--- src/rtl/cfg_port_pkg.sv ---
package cfg_port_pkg;
  typedef enum logic [1:0] {ST_LOCKED, ST_PRIMED, ST_OPEN} lock_st_e;
  localparam logic [7:0] IDX_LDN     = 8'h07;
  localparam logic [7:0] IDX_CHIP_ID = 8'h20;
  localparam logic [7:0] IDX_BANK_LO = 8'h30;
  localparam logic [7:0] FILL_BYTE   = 8'hFF;
endpackage

--- src/rtl/cfg_port_hit.sv ---
module cfg_port_hit #(
  parameter int          ADDR_W   = 16,
  parameter logic [15:0] BASE_PRI = 16'h002E,
  parameter logic [15:0] BASE_ALT = 16'h004E
) (
  input  logic [ADDR_W-1:0] addr_i,
  input  logic              base_sel_i,
  input  logic              wr_i,
  input  logic              rd_i,
  output logic              idx_wr_o,
  output logic              idx_rd_o,
  output logic              dat_wr_o,
  output logic              dat_rd_o
);
  localparam int NPORT = 2;
  logic [ADDR_W-1:0] base;
  logic [NPORT-1:0]  hit;

  assign base = base_sel_i ? ADDR_W'(BASE_ALT) : ADDR_W'(BASE_PRI);

  for (genvar p = 0; p < NPORT; p++) begin : g_port
    assign hit[p] = (addr_i == base + ADDR_W'(p));
  end

  assign idx_wr_o = hit[0] & wr_i;
  assign idx_rd_o = hit[0] & rd_i;
  assign dat_wr_o = hit[1] & wr_i;
  assign dat_rd_o = hit[1] & rd_i;

  // an access decodes to at most one of the two ports
  always_comb begin
    assert_single_port_R6: assert ($onehot0({idx_wr_o | idx_rd_o, dat_wr_o | dat_rd_o}));
  end
endmodule

--- src/rtl/cfg_key_lock.sv ---
module cfg_key_lock
  import cfg_port_pkg::*;
#(
  parameter logic [7:0] KEY_IN_PRI  = 8'h87,
  parameter logic [7:0] KEY_OUT_PRI = 8'hAA,
  parameter logic [7:0] KEY_IN_ALT  = 8'h88,
  parameter logic [7:0] KEY_OUT_ALT = 8'hBB
) (
  input  logic       clk_i,
  input  logic       rst_ni,
  input  logic       key_alt_i,
  input  logic       idx_wr_i,
  input  logic [7:0] wdata_i,
  output logic       open_o,
  output logic       open_entry_o,
  output logic       idx_load_o
);
  lock_st_e   state_q, state_d;
  logic [7:0] key_in, key_out;

  assign key_in  = key_alt_i ? KEY_IN_ALT  : KEY_IN_PRI;
  assign key_out = key_alt_i ? KEY_OUT_ALT : KEY_OUT_PRI;

  always_comb begin
    state_d      = state_q;
    open_entry_o = 1'b0;
    idx_load_o   = 1'b0;
    if (idx_wr_i) begin
      unique case (state_q)
        ST_LOCKED: if (wdata_i == key_in) state_d = ST_PRIMED;
        ST_PRIMED: begin
          if (wdata_i == key_in) begin
            state_d      = ST_OPEN;
            open_entry_o = 1'b1;
          end else begin
            state_d = ST_LOCKED;
          end
        end
        ST_OPEN: begin
          if (wdata_i == key_out) state_d = ST_LOCKED;
          else                    idx_load_o = 1'b1;
        end
        default: state_d = ST_LOCKED;
      endcase
    end
  end

  always_ff @(posedge clk_i or negedge rst_ni) begin
    if (!rst_ni) state_q <= ST_LOCKED;
    else         state_q <= state_d;
  end

  assign open_o = (state_q == ST_OPEN);

  assert_open_needs_key_R2: assert property (@(posedge clk_i) disable iff (!rst_ni)
    $rose(open_o) |-> $past(idx_wr_i && wdata_i == (key_alt_i ? KEY_IN_ALT : KEY_IN_PRI)));

  assert_exit_key_locks_R3: assert property (@(posedge clk_i) disable iff (!rst_ni)
    (open_o && idx_wr_i && wdata_i == key_out) |=> !open_o);

  assert_broken_seq_R4: assert property (@(posedge clk_i) disable iff (!rst_ni)
    (state_q == ST_PRIMED && idx_wr_i && wdata_i != key_in) |=> !open_o);
endmodule

--- src/rtl/cfg_reg_bank.sv ---
module cfg_reg_bank
  import cfg_port_pkg::*;
#(
  parameter int         NUM_DEV = 4,
  parameter logic [7:0] CHIP_ID = 8'h5A
) (
  input  logic               clk_i,
  input  logic               rst_ni,
  input  logic               open_i,
  input  logic               open_entry_i,
  input  logic               idx_load_i,
  input  logic               idx_rd_i,
  input  logic               dat_wr_i,
  input  logic               dat_rd_i,
  input  logic [7:0]         wdata_i,
  output logic [7:0]         rdata_o,
  output logic               rd_valid_o,
  output logic [NUM_DEV-1:0] dev_sel_o,
  output logic [7:0]         dev_addr_o,
  output logic [7:0]         dev_wdata_o,
  output logic               dev_wr_o,
  output logic               dev_rd_o,
  input  logic [NUM_DEV*8-1:0] dev_rdata_i
);
  localparam logic [7:0] NUM_DEV_B = 8'(NUM_DEV);

  logic [7:0] idx_q, ldn_q, rdata_q, rd_val, dev_byte;
  logic       rvalid_q, bank, ldn_ok, dat_acc;

  assign bank    = (idx_q >= IDX_BANK_LO);
  assign ldn_ok  = (ldn_q < NUM_DEV_B);
  assign dat_acc = open_i & bank & (dat_wr_i | dat_rd_i);

  always_ff @(posedge clk_i or negedge rst_ni) begin
    if (!rst_ni) begin
      idx_q <= 8'h00;
      ldn_q <= 8'h00;
    end else begin
      if (open_entry_i)    idx_q <= 8'h00;
      else if (idx_load_i) idx_q <= wdata_i;
      if (open_i && dat_wr_i && idx_q == IDX_LDN) ldn_q <= wdata_i;
    end
  end

  for (genvar d = 0; d < NUM_DEV; d++) begin : g_sel
    assign dev_sel_o[d] = dat_acc & (ldn_q == 8'(d));
  end

  assign dev_wr_o    = open_i & bank & ldn_ok & dat_wr_i;
  assign dev_rd_o    = open_i & bank & ldn_ok & dat_rd_i;
  assign dev_addr_o  = idx_q;
  assign dev_wdata_o = wdata_i;

  always_comb begin
    dev_byte = FILL_BYTE;
    for (int d = 0; d < NUM_DEV; d++)
      if (ldn_q == 8'(d)) dev_byte = dev_rdata_i[d*8 +: 8];
  end

  always_comb begin
    if (!open_i)       rd_val = FILL_BYTE;
    else if (idx_rd_i) rd_val = idx_q;
    else if (bank)     rd_val = dev_byte;
    else if (idx_q == IDX_LDN)     rd_val = ldn_q;
    else if (idx_q == IDX_CHIP_ID) rd_val = CHIP_ID;
    else               rd_val = 8'h00;
  end

  always_ff @(posedge clk_i or negedge rst_ni) begin
    if (!rst_ni) begin
      rdata_q  <= 8'h00;
      rvalid_q <= 1'b0;
    end else begin
      rvalid_q <= idx_rd_i | dat_rd_i;
      if (idx_rd_i | dat_rd_i) rdata_q <= rd_val;
    end
  end

  assign rdata_o    = rdata_q;
  assign rd_valid_o = rvalid_q;

  assert_sel_onehot_R10: assert property (@(posedge clk_i) disable iff (!rst_ni)
    $onehot0(dev_sel_o));

  assert_locked_no_dev_R1: assert property (@(posedge clk_i) disable iff (!rst_ni)
    !open_i |-> (!dev_wr_o && !dev_rd_o && dev_sel_o == '0));

  assert_locked_reads_ff_R1: assert property (@(posedge clk_i) disable iff (!rst_ni)
    ((dat_rd_i || idx_rd_i) && !open_i) |=> (rd_valid_o && rdata_o == FILL_BYTE));

  assert_chip_id_R9: assert property (@(posedge clk_i) disable iff (!rst_ni)
    (open_i && dat_rd_i && idx_q == IDX_CHIP_ID) |=> rdata_o == CHIP_ID);

  assert_rd_latency_R7: assert property (@(posedge clk_i) disable iff (!rst_ni)
    (idx_rd_i || dat_rd_i) |=> rd_valid_o);
endmodule

--- src/rtl/cfg_port_front_end.sv ---
module cfg_port_front_end #(
  parameter int         ADDR_W  = 16,
  parameter int         NUM_DEV = 4,
  parameter logic [7:0] CHIP_ID = 8'h5A
) (
  input  logic                 clk_i,
  input  logic                 rst_ni,
  input  logic [ADDR_W-1:0]    addr_i,
  input  logic                 wr_i,
  input  logic                 rd_i,
  input  logic [7:0]           wdata_i,
  output logic [7:0]           rdata_o,
  output logic                 rd_valid_o,
  input  logic                 base_sel_i,
  input  logic                 key_alt_i,
  output logic [NUM_DEV-1:0]   dev_sel_o,
  output logic [7:0]           dev_addr_o,
  output logic [7:0]           dev_wdata_o,
  output logic                 dev_wr_o,
  output logic                 dev_rd_o,
  input  logic [NUM_DEV*8-1:0] dev_rdata_i
);
  logic idx_wr, idx_rd, dat_wr, dat_rd;
  logic open, open_entry, idx_load;

  cfg_port_hit #(.ADDR_W(ADDR_W)) u_hit (
    .addr_i(addr_i), .base_sel_i(base_sel_i), .wr_i(wr_i), .rd_i(rd_i),
    .idx_wr_o(idx_wr), .idx_rd_o(idx_rd), .dat_wr_o(dat_wr), .dat_rd_o(dat_rd)
  );

  cfg_key_lock u_lock (
    .clk_i(clk_i), .rst_ni(rst_ni), .key_alt_i(key_alt_i),
    .idx_wr_i(idx_wr), .wdata_i(wdata_i),
    .open_o(open), .open_entry_o(open_entry), .idx_load_o(idx_load)
  );

  cfg_reg_bank #(.NUM_DEV(NUM_DEV), .CHIP_ID(CHIP_ID)) u_bank (
    .clk_i(clk_i), .rst_ni(rst_ni), .open_i(open), .open_entry_i(open_entry),
    .idx_load_i(idx_load), .idx_rd_i(idx_rd), .dat_wr_i(dat_wr), .dat_rd_i(dat_rd),
    .wdata_i(wdata_i), .rdata_o(rdata_o), .rd_valid_o(rd_valid_o),
    .dev_sel_o(dev_sel_o), .dev_addr_o(dev_addr_o), .dev_wdata_o(dev_wdata_o),
    .dev_wr_o(dev_wr_o), .dev_rd_o(dev_rd_o), .dev_rdata_i(dev_rdata_i)
  );
endmodule

--- config.mk ---
export PLATFORM = sky130hd
export DESIGN_NAME = cfg_port_front_end
export DESIGN_NICKNAME = d
export VERILOG_FILES = /design/src/rtl/cfg_port_pkg.sv /design/src/rtl/cfg_port_hit.sv /design/src/rtl/cfg_key_lock.sv /design/src/rtl/cfg_reg_bank.sv /design/src/rtl/cfg_port_front_end.sv
export SDC_FILE = /design/constraint.sdc
export NUM_CORES = 1
export LEC_CHECK = 0
export CORE_AREA = 2 2 70 72
export DETAILED_ROUTE_END_ITERATION = 16
export DIE_AREA = 0 0 72 74
export GPL_TIMING_DRIVEN = 0
export PLACE_DENSITY_LB_ADDON = 0.3
export REMOVE_ABC_BUFFERS = 1
export SKIP_LAST_GASP = 1
export SYNTH_ARGS = -nofsm -noshare
export SYNTH_HDL_FRONTEND = slang
export SYNTH_SLANG_ARGS = --single-unit
export TNS_END_PERCENT = 50
--- constraint.sdc ---
create_clock -name clk_i -period 2.8 [get_ports clk_i]
set_input_delay 0.56 -clock clk_i [delete_from_list [all_inputs] [get_ports clk_i]]
set_output_delay 0.56 -clock clk_i [all_outputs]
set_load 0.01 [all_outputs]
# Word-level counts from Yosys, hierarchy flattened
# Cells that the tools add are included.
[word_totals]
register_bits = 27
output_inout_bits = 31
n_memories = 0
latchBits = 0
input_bits = 62
mem_bits_rw = 0
rom_bits = 0
word_cells = 66
[op_classes]
mul = 0
add_sub_neg = 1
eq_ne = 13
n_shift = 0
mux = 24
order_cmp = 2
n_reduce_logical = 6
div = 0
bitwise_logic = 15
[op_table]
columns = ["op", "n"]
rows = [
  ["2-to-1 mux 8 bit", 10],
  ["== test 16 bit", 2],
  ["adder 16 x 1 -> 16 bit (second input constant)", 1],
  ["== test 8 x 2 -> 1 bit (second input constant)", 2],
  ["== test 8 bit", 2],
  ["2-to-1 mux 7 bit", 2],
  ["bitwise AND 1 bit", 13],
  ["== test 8 x 1 -> 1 bit (second input constant)", 1],
  ["== test 8 x 3 -> 1 bit (second input constant)", 1],
  ["== test 8 x 6 -> 1 bit (second input constant)", 1],
  ["greater-or-equal comparator 8 x 6 -> 1 bit (second input constant)", 1],
  ["zero test 8 bit", 1],
  ["less-than comparator 8 x 3 -> 1 bit (second input constant)", 1],
  ["2-to-1 mux 1 bit", 6],
  ["2-to-1 mux 2 bit", 3],
  ["one-hot mux 2 bit (3 select lines)", 1],
  ["2-to-1 mux 5 bit", 1],
  ["2-to-1 mux 4 bit", 1],
  ["AND reduction 3 bit", 1],
  ["== test 2 x 1 -> 1 bit (second input constant)", 1],
  ["== test 2 bit (second input constant)", 1],
  ["logical AND 1 bit", 2],
  ["zero test 2 bit", 1],
  ["!= test 2 x 1 -> 1 bit (second input constant)", 1],
  ["other kinds (3)", 4],
]

# Logic depth before layout (Yosys ltp)
# Gate-level depths: netlist (run 1).
[logic_depth]
word_depth = 8
ltp_mapped = 7
depth_no_buf = 5

# Modules after synthesis
# Synthesis (run 1) repeated with hierarchy kept, for this count alone.
[unflattened]
hier_cells = 177
hier_area_um2 = 1858.0
[by_module_without_submodules]
columns = ["module", "cells_each", "area_each_um2", "n_inst", "seq_area_each_um2"]
rows = [
  ["cfg_reg_bank", 144, 1566.5, 1, 625.6],
  ["cfg_key_lock", 18, 183.9, 1, 50.0],
  ["cfg_port_hit", 15, 107.6, 1, 0.0],
]

# Worst setup path after synthesis (run 1)
# Ideal clock, no wire load.
[synth_timing]
path_type = "input -> output"
startpoint = "input addr_i[11]"
endpoint = "output dev_sel_o[1]"
slack_ns = 0.228
required_time_ns = 2.240
path_stages = 5
n_path_buf = 0
arrival_ns = 2.012
path_cell_list = "nor4b_1 nand2_1 nor4_1 nand2_1 nor4b_1"
[synth_via]
elab_chain_cells = 5
elab_cells_between_ends = 6
classes_between = "eq/ne: 1; bitwise: 5"
[synth_lines]
columns = ["element", "line", "rtl"]
rows = [
  ["start, declared", "cfg_port_front_end.sv:8", "input logic [ADDR_W-1:0] addr_i,"],
  ["== test 16 bit *", "cfg_port_hit.sv:22", "assign hit[p] = (addr_i == base + ADDR_W'(p));"],
  ["bitwise AND 1 bit, on equally long branches", "cfg_port_hit.sv:27, cfg_port_hit.sv:28", ""],
  ["bitwise OR 1 bit *", "cfg_reg_bank.sv:32", "assign dat_acc = open_i & bank & (dat_wr_i | dat_rd_i);"],
  ["bitwise AND 1 bit *", "cfg_reg_bank.sv:32", ""],
  ["bitwise AND 1 bit *", "cfg_reg_bank.sv:46", "assign dev_sel_o[d] = dat_acc & (ldn_q == 8'(d));"],
  ["end, declared", "cfg_port_front_end.sv:16", "output logic [NUM_DEV-1:0] dev_sel_o,"],
]
# Every way passes the cells marked *; elsewhere a longest branch is shown, timed or not.

# Final worst setup path (run 1)
[layout_timing]
startpoint = "input addr_i[6]"
endpoint = "output dev_sel_o[3]"
# The elaborated chain is that of the path after synthesis.

==> results of run 1 <==
==> flip-flops by register name, indices dropped and copies added (netlist names) <==
signal and count:
u_lock.state_q 2, u_bank.ldn_q 8, u_bank.dev_addr_o 8, u_bank.rdata_o 8, u_bank.rd_valid_o 1
==> area by class of cell <==
class | instances | area, um2 | area share
multi-input combinational | 123 | 1060 | 0.376
timing repair buffer | 99 | 963 | 0.340
sequential | 27 | 676 | 0.239
tap | 54 | 67.6 | 0.0239
clock buffer | 3 | 41.3 | 0.0146
inverter | 3 | 11.3 | 0.00398
clock inverter | 1 | 8.76 | 0.00309
==> Yosys cell counts (5+ instances only) <==
cell type	n	area, um2
a21oi_1	11	55.1
a22o_1	5	43.8
a31oi_1	8	50.1
and3_1	5	31.3
buf_4	10	75.1
dfrtp_1	27	676
mux2_2	9	101
mux4_2	8	180
nand2_1	6	22.5
nor2_1	17	63.8
nor4_1	6	37.5
o21ai_0	6	30.0
==> metal layers <==
layer	up-vias	wire (um)	track usage
met2	57	2630	0.345
li1	826	-	-
met4	0	52	0.0252
met1	854	2240	0.263
met3	6	253	0.0393
met5	-	0	0
==> stage by stage <==
step           instance area [um2]  TNS, ns  hold WS, ns
6_report                      2830  -0.0725        0.285
5_1_grt                       2830   -0.497        0.338
4_1_cts                       2800   -0.371        0.551
3_5_place_dp                  2680    -3.94        0.529
3_3_place_gp                  2680    -3.55        0.519
2_1_floorplan                 1690        0        0.264
==> worst max-delay path: cells and delay by family <==
family	cells	cell delay, ns
AO/OA/AOI/OAI	1	0.07
buffers and inverters	3	0.90
AND/OR/NAND/NOR	4	0.76
==> what timing repair did <==
| item | in CTS | in global routing |
|---|---|---|
| setup buffers | 7 | 0 |
| cloned | 0 | 0 |
| setup endpoints to repair | 6 | 6 |
| pin swaps | 7 | 5 |
| resized for setup | 28 | 17 |
==> how the worst min path moves through the flow <==
stage	startpoint	endpoint	slack, ns	cells past startpoint
finish	rst_ni	u_bank.dev_addr_o[0]	0.29	1
global route	rst_ni	u_lock.state_q[0]	0.34	1
CTS	u_bank.ldn_q[4]	u_bank.ldn_q[4]	0.55	1
detailed placement	u_bank.ldn_q[5]	u_bank.ldn_q[5]	0.53	1
global placement	u_bank.ldn_q[4]	u_bank.ldn_q[4]	0.52	1
floorplan	rst_ni	u_bank.dev_addr_o[0]	0.26	0
==> cell families after synthesis <==
group           Yosys count  synth area share
compound gates           39             0.141
buf+inv                  18            0.0602
flops                    27             0.378
mux                      21             0.188
simple gates             63             0.232
==> report_power, final <==
group	switching [mW]	internal (mW)	leakage (nW)	total, mW
registers	0.000157	0.390	0.372	0.390
clock network	0.134	0.105	0.0261	0.239
logic	0.0524	0.0976	0.829	0.150
==> placed cells by master (no fill, tap or decap), types with 6 or more instances in the layout <==
cell,instances
clkdlybuf4s50_1,75
dfrtp_1,27
nor2_1,17
a21oi_1,11
mux2_2,9
mux4_2,8
a31oi_1,8
o21ai_0,6
dlygate4sd2_1,6
buf_4,6
==> results.json, run 1 <==
{
  "fin_util": 0.616,
  "synth_flop_cell": "dfrtp_1",
  "finalHoldViolations": 0,
  "dp_slack_ns": -0.782,
  "skew_ns": 0.00377,
  "worstSetupEndpoint": "dev_sel_o[3]",
  "grt_pass1_vias": 1729,
  "power.total_mw": 0.779,
  "critPathLaunch": "addr_i[6]",
  "cts_sinks": 27,
  "dr.pass1.iters": 4,
  "start_util": 0.389,
  "worst_pin_slew_ns": 0.710,
  "crit_chain": "clkdlybuf4s50_1, and3b_2, a21oi_4, nor4_4, nand2_2, buf_4, nor3_1, clkdlybuf4s15_1",
  "insertion_delay_ns": 0.28,
  "synth_edf_count": 0,
  "track_usage": 0.197,
  "worst_slack_ns": -0.0647,
  "yosysSeqAreaShare": 0.378,
  "critPathArrivalTime_ns": 2.30,
  "cts_made_buffers": 3,
  "dp.cells": 299,
  "grt_first_pass_wirelength_um": 8170,
  "antenna_found_initial": 0,
  "rows": 25,
  "p_leak_nw": 1.23,
  "maxCapViolCount": 0,
  "r2r_end": "u_bank.ldn_q[3]",
  "clk_pin_slew_ns": 0.10,
  "first_iter_violations": 60,
  "slew-limit-headroom": 0.523,
  "reg2regPathDepth": 4,
  "path_max_fanout": 5,
  "die_height_um": 74,
  "startpoint_type": "primary input",
  "vias": 1743,
  "ir_drop_uv": 342,
  "crit_slowest_cell": "clkdlybuf4s50_1",
  "path_class": "in -> out",
  "period_needed_ns": 2.86,
  "synthCells": 168,
  "crit_path_end_kind": "output pin",
  "min_period_over_period": 1.02,
  "core-area_mm2": 0.00460,
  "antenna-diode-count": 0,
  "violations": "setup timing",
  "max_stage_delay_ns": 0.48,
  "fin_cells": 310,
  "clock-root-buffer": "clkbuf_8",
  "ys_warn_count": 0,
  "maxSlewViolCount": 0,
  "reg2reg_from": "u_bank.dev_addr_o[4]",
  "die_x_um": 72,
  "async_flop_share": 1.00,
  "syn_to_final_growth_pct": 58.5,
  "clk_path_buf_depth": 2,
  "nNetsFinal": 319,
  "cts_hold_buffers": 0,
  "hold_path.class": "in -> async",
  "wl_um": 5170,
  "synth-seq-cells": 27,
  "power_density_mw_per_mm2": 275,
  "rsz0062_at_grt": "yes",
  "cts_max_level": 1,
  "fmax_ghz": 0.349,
  "die-area_mm2": 0.00533,
  "grt_max_degree": 28,
  "post_route_cells_drive_above_1_share": 0.215,
  "avgSynthCellArea_um2": 10.6,
  "routedWlPerCell_um": 16.7,
  "globalRouteOverflowTotal": 0,
  "critPathRequiredTime_ns": 2.24,
  "cts_tree": "yes",
  "status": "finished with violations",
  "numPortBuffers": 92,
  "setup_viol": 2,
  "route.detailed.drc": 0,
  "dp_hpwl_um": 3910,
  "gp_congestion": 0.792,
  "fillers": 395,
  "drt-vias-per-instance": 5.62,
  "synth.distinct_cells": 42,
  "io_pins": 93,
  "final_antenna_net_count": 0,
  "synth.cell_area_mm2": 0.00179,
  "reg2reg_setup_slack_ns": 0.59
}
No activity file was read; power rests on OpenSTA's default activity.
==> run 2, diff against run 1 <==
Settings changed: CTS_CLUSTER_DIAMETER from default to 100.
Clock period 2.8 ns to 3 ns, I/O delays scaled along.
==> results.json, run 2 (synthesized netlist as in run 1, its figures left out) <==
{
  "critPathLaunch": "addr_i[4]",
  "final_antenna_net_count": 0,
  "clk_path_buf_depth": 2,
  "multi_input_area_mm2": 0.00105,
  "period_needed_ns": 3.04,
  "die_height_um": 74,
  "cts_hold_buffers": 0,
  "whs_ns": 0.322,
  "power_density_mw_per_mm2": 259,
  "startpoint_type": "primary input",
  "cts_tree": "yes",
  "antenna_found_initial": 0,
  "track_usage": 0.197,
  "fin_cells": 310,
  "final_cell_mix": "clkdlybuf4s50_1, dfrtp_1, nor2_1",
  "critPathArrivalTime_ns": 2.44,
  "die_x_um": 72,
  "grt_pass1_vias": 1736,
  "syn_to_final_growth_pct": 57.6,
  "start_util": 0.389,
  "vias": 1733,
  "fmax_ghz": 0.329,
  "path_class": "in -> out",
  "finalHoldViolations": 0,
  "rsz0062_at_grt": "yes",
  "reg2regPathDepth": 4,
  "maxCapViolCount": 0,
  "insertion_delay_ns": 0.28,
  "setup_viol": 1,
  "drt-vias-per-instance": 5.59,
  "fin_tns_setup_ns": -0.0432,
  "skew_ns": 0.00336,
  "critPathRequiredTime_ns": 2.40,
  "reg2reg_setup_slack_ns": 0.75,
  "wl_um": 5260,
  "reg2reg_from": "u_bank.dev_addr_o[4]",
  "route.detailed.drc": 0,
  "dp_slack_ns": -0.662,
  "worst_slack_ns": -0.0432,
  "globalRouteOverflowTotal": 0,
  "layout.cells.most_common": "clkdlybuf4s50_1",
  "nNetsFinal": 319,
  "maxSlewViolCount": 0,
  "slew-limit-headroom": 0.506,
  "antenna-diode-count": 0,
  "hold_path.class": "in -> async",
  "worst_pin_slew_ns": 0.741,
  "violations": "setup timing",
  "grt_first_pass_wirelength_um": 8160,
  "dr.pass1.iters": 4,
  "status": "finished with violations",
  "seqCellArea_um2": 676,
  "clk_pin_slew_ns": 0.10,
  "cts_max_level": 1,
  "gp_congestion": 0.792,
  "cts_made_buffers": 3,
  "clock-root-buffer": "clkbuf_8",
  "crit_path_end_kind": "output pin",
  "fillers": 399,
  "r2r_end": "u_bank.ldn_q[3]",
  "core-area_mm2": 0.00460,
  "cts_sinks": 27,
  "p_leak_nw": 1.21,
  "numPortBuffers": 92,
  "io_pins": 93,
  "die-area_mm2": 0.00533,
  "path_max_fanout": 4,
  "fin_util": 0.612,
  "post_route_cells_drive_above_1_share": 0.211,
  "worstSetupEndpoint": "dev_sel_o[2]",
  "first_iter_violations": 70,
  "ir_drop_uv": 323,
  "dp_hpwl_um": 3910,
  "min_period_over_period": 1.01,
  "rows": 25,
  "dp.cells": 299,
  "routedWlPerCell_um": 17.0,
  "grt_max_degree": 28
}
-- run 2: per-layer routing --
metal | vias up | track usage | wire (um)
met5 | - | 0 | 0
met4 | 0 | 0.0356 | 74
met3 | 8 | 0.0407 | 249
met2 | 60 | 0.346 | 2640
met1 | 840 | 0.256 | 2310
li1 | 825 | - | -
-- run 2: how the worst min path moves through the flow --
| stage | cells past startpoint | slack, ns | startpoint | end |
|---|---|---|---|---|
| final | 1 | 0.32 | rst_ni | u_bank.dev_addr_o[0] |
| after detailed placement | 1 | 0.53 | u_bank.ldn_q[5] | u_bank.ldn_q[5] |
| after floorplan | 0 | 0.30 | rst_ni | u_bank.dev_addr_o[0] |
| after global placement | 1 | 0.52 | u_bank.ldn_q[4] | u_bank.ldn_q[4] |
| after CTS | 1 | 0.55 | u_bank.ldn_q[4] | u_bank.ldn_q[4] |
| after global routing | 1 | 0.38 | rst_ni | u_lock.state_q[0] |
-- run 2: final cells by class --
type | instances | share of cell area
multi-input combinational | 123 | 0.373
timing repair buffer | 99 | 0.341
sequential | 27 | 0.240
tap | 54 | 0.0240
clock buffer | 3 | 0.0147
inverter | 3 | 0.00400
clock inverter | 1 | 0.00311
-- run 2: per-stage QoR --
step | area, um2 | total power, mW
final | 2820 | 0.729
after global routing | 2820 | 0.753
after CTS | 2770 | 0.733
after detailed placement | 2680 | 0.510
after global placement | 2680 | 0.508
after floorplan | 1690 | 0.396
-- run 2: critical path, stage by stage --
cell             delay, ns
clkdlybuf4s50_1       0.41
nor4_2                0.16
nand3_2               0.16
nor4_4                0.30
nand2_2               0.12
nor4b_1               0.35
dlygate4sd2_1         0.33
-- run 2: report_power, final --
group	internal (mW)	switching [mW]	total (mW)	leakage, nW
clock	0.0978	0.128	0.225	0.0261
sequential	0.364	0.000144	0.364	0.372
combinational	0.0919	0.0477	0.140	0.808
-- run 2: repair_timing --
| action | CTS | global route |
|---|---|---|
| setup endpoints to repair | 6 | 6 |
| resized for setup | 17 | 16 |
| pin swaps | 5 | 6 |
| buffers inserted | 6 | 1 |
==> run 3, diff against run 2 <==
Settings changed: ABC_CLOCK_PERIOD_IN_PS from default to 3100, PLACE_DENSITY from default to 0.92, PLACE_DENSITY_LB_ADDON 0.3 to default.
Clock period 3 ns to 3.1 ns, I/O delays scaled along.
==> results.json, run 3 (synthesized netlist as in run 1, its figures left out) <==
{
  "status": "finished with violations",
  "violations": "setup timing",
  "track_usage": 0.194,
  "worst_slack_ns": -0.0314,
  "min_period_over_period": 1.01,
  "antenna-diode-count": 0,
  "die_x_um": 72,
  "gp_congestion": 0.814,
  "syn_to_final_growth_pct": 56.0,
  "rsz0062_at_grt": "yes",
  "period_needed_ns": 3.13,
  "seqCellArea_um2": 676,
  "fin_util": 0.606,
  "fin_cells": 307,
  "finalHoldViolations": 0,
  "fillers": 356,
  "power_density_mw_per_mm2": 252,
  "globalRouteOverflowTotal": 0,
  "multi_input_area_mm2": 0.00104,
  "cp_common_cell": "clkdlybuf4s50_1",
  "dpl-instance-area_mm2": 0.00268,
  "dp_hpwl_um": 3960,
  "cts_made_buffers": 3,
  "fmax_ghz": 0.319,
  "path_class": "in -> out",
  "max_stage_delay_ns": 0.53,
  "core-area_mm2": 0.00460,
  "routedWlPerCell_um": 16.3,
  "io_pins": 93,
  "crit_chain": "clkdlybuf4s50_1, nor4_2, nand3_2, nor4_4, and3_1, clkdlybuf4s50_1",
  "insertion_delay_ns": 0.28,
  "ir_drop_uv": 192,
  "antenna_found_initial": 0,
  "crit_path_end_kind": "output pin",
  "final_antenna_net_count": 0,
  "post_route_cells_drive_above_1_share": 0.186,
  "final_cell_mix": "clkdlybuf4s50_1, dfrtp_1, nor2_1",
  "nNetsFinal": 316,
  "p_leak_nw": 1.16,
  "grt_first_pass_wirelength_um": 8110,
  "dp.cells": 299,
  "route.detailed.drc": 0,
  "drt-vias-per-instance": 5.59,
  "first_iter_violations": 94,
  "clock-root-buffer": "clkbuf_8",
  "numPortBuffers": 92,
  "worst_pin_slew_ns": 1.20,
  "die_height_um": 74,
  "dp_slack_ns": -0.648,
  "critPathRequiredTime_ns": 2.48,
  "maxSlewViolCount": 0,
  "whs_ns": 0.555,
  "cts_sinks": 27,
  "startpoint_type": "primary input",
  "cts_max_level": 1,
  "skew_ns": 0.0105,
  "slew-limit-headroom": 0.195,
  "start_util": 0.389,
  "setup_viol": 2,
  "design_area_mm2": 0.00279,
  "die-area_mm2": 0.00533,
  "wl_um": 5000,
  "grt_pass1_vias": 1720,
  "rows": 25,
  "cts_tree": "yes",
  "path_max_fanout": 2,
  "vias": 1717,
  "crit_slowest_cell": "clkdlybuf4s50_1",
  "critPathArrivalTime_ns": 2.51,
  "cts_hold_buffers": 0,
  "maxCapViolCount": 0,
  "hold_path.class": "reg -> reg",
  "clk_path_buf_depth": 2,
  "grt_max_degree": 28,
  "clk_pin_slew_ns": 0.10,
  "layout.cells.most_common": "clkdlybuf4s50_1",
  "dr.pass1.iters": 4
}
## run 3: changes by cell type in the layout (fill, tap and decap cells not counted)
cell	before	now
clkdlybuf4s50_1	81	86
buf_4	6	3
dlymetal6s2s_1	4	1
buf_2	3	2
clkbuf_2	2	1
nand2b_1	0	1
nand2b_2	1	0
nor4b_1	2	3
nor4b_2	3	2
## run 3: layer usage
| layer | up-vias | global-route usage | part of all wire |
|---|---|---|---|
| met4 | 0 | 0.0440 | 0.012 |
| met3 | 6 | 0.0366 | 0.054 |
| met5 | - | 0 | 0 |
| li1 | 819 | - | - |
| met1 | 831 | 0.246 | 0.40 |
| met2 | 61 | 0.345 | 0.54 |
## run 3: layout make-up
class,count,area share
inverter,3,0.00404
multi-input combinational,123,0.374
sequential,27,0.242
tap,54,0.0242
clock buffer,3,0.0148
timing repair buffer,96,0.337
clock inverter,1,0.00314
## run 3: through the flow
stage / total power, mW / TNS, ns
CTS: 0.704 / -0.173
global route: 0.732 / -0.233
detailed placement: 0.493 / -2.61
floorplan: 0.383 / 0
finish: 0.702 / -0.0362
global placement: 0.491 / -2.53
## run 3: repair_timing
item | CTS | global route
setup buffers | 3 | 1
pin swaps | 4 | 4
gates cloned | 0 | 0
gates resized for setup | 16 | 8
endpoints found under the setup margin | 6 | 6
## run 3: path summary, 6_finish.rpt
check                                     start                    to  slack (ns)  cells past startpoint
setup / recovery                      addr_i[8]              dev_wr_o       -0.03                      6
setup reg to reg           u_bank.dev_addr_o[3]       u_bank.ldn_q[4]        0.87                      4
hold / removal                  u_bank.ldn_q[7]       u_bank.ldn_q[7]        0.56                      1
hold reg to reg                 u_bank.ldn_q[7]       u_bank.ldn_q[7]        0.56                      1
max in group asynchronous                rst_ni     u_bank.rdata_o[2]        1.42                      1
min in group asynchronous                rst_ni  u_bank.dev_addr_o[4]        0.97                      1
## run 3: power breakdown
| part | switching (mW) | internal, mW |
|---|---|---|
| Combinational | 0.0453 | 0.0900 |
| Sequential | 0.000135 | 0.352 |
| Clock | 0.120 | 0.0946 |
## run 3: worst max-delay path: cells and delay by family
family / cells / cell delay (ns)
buf+inv: 2 / 0.95
simple gates: 4 / 0.93
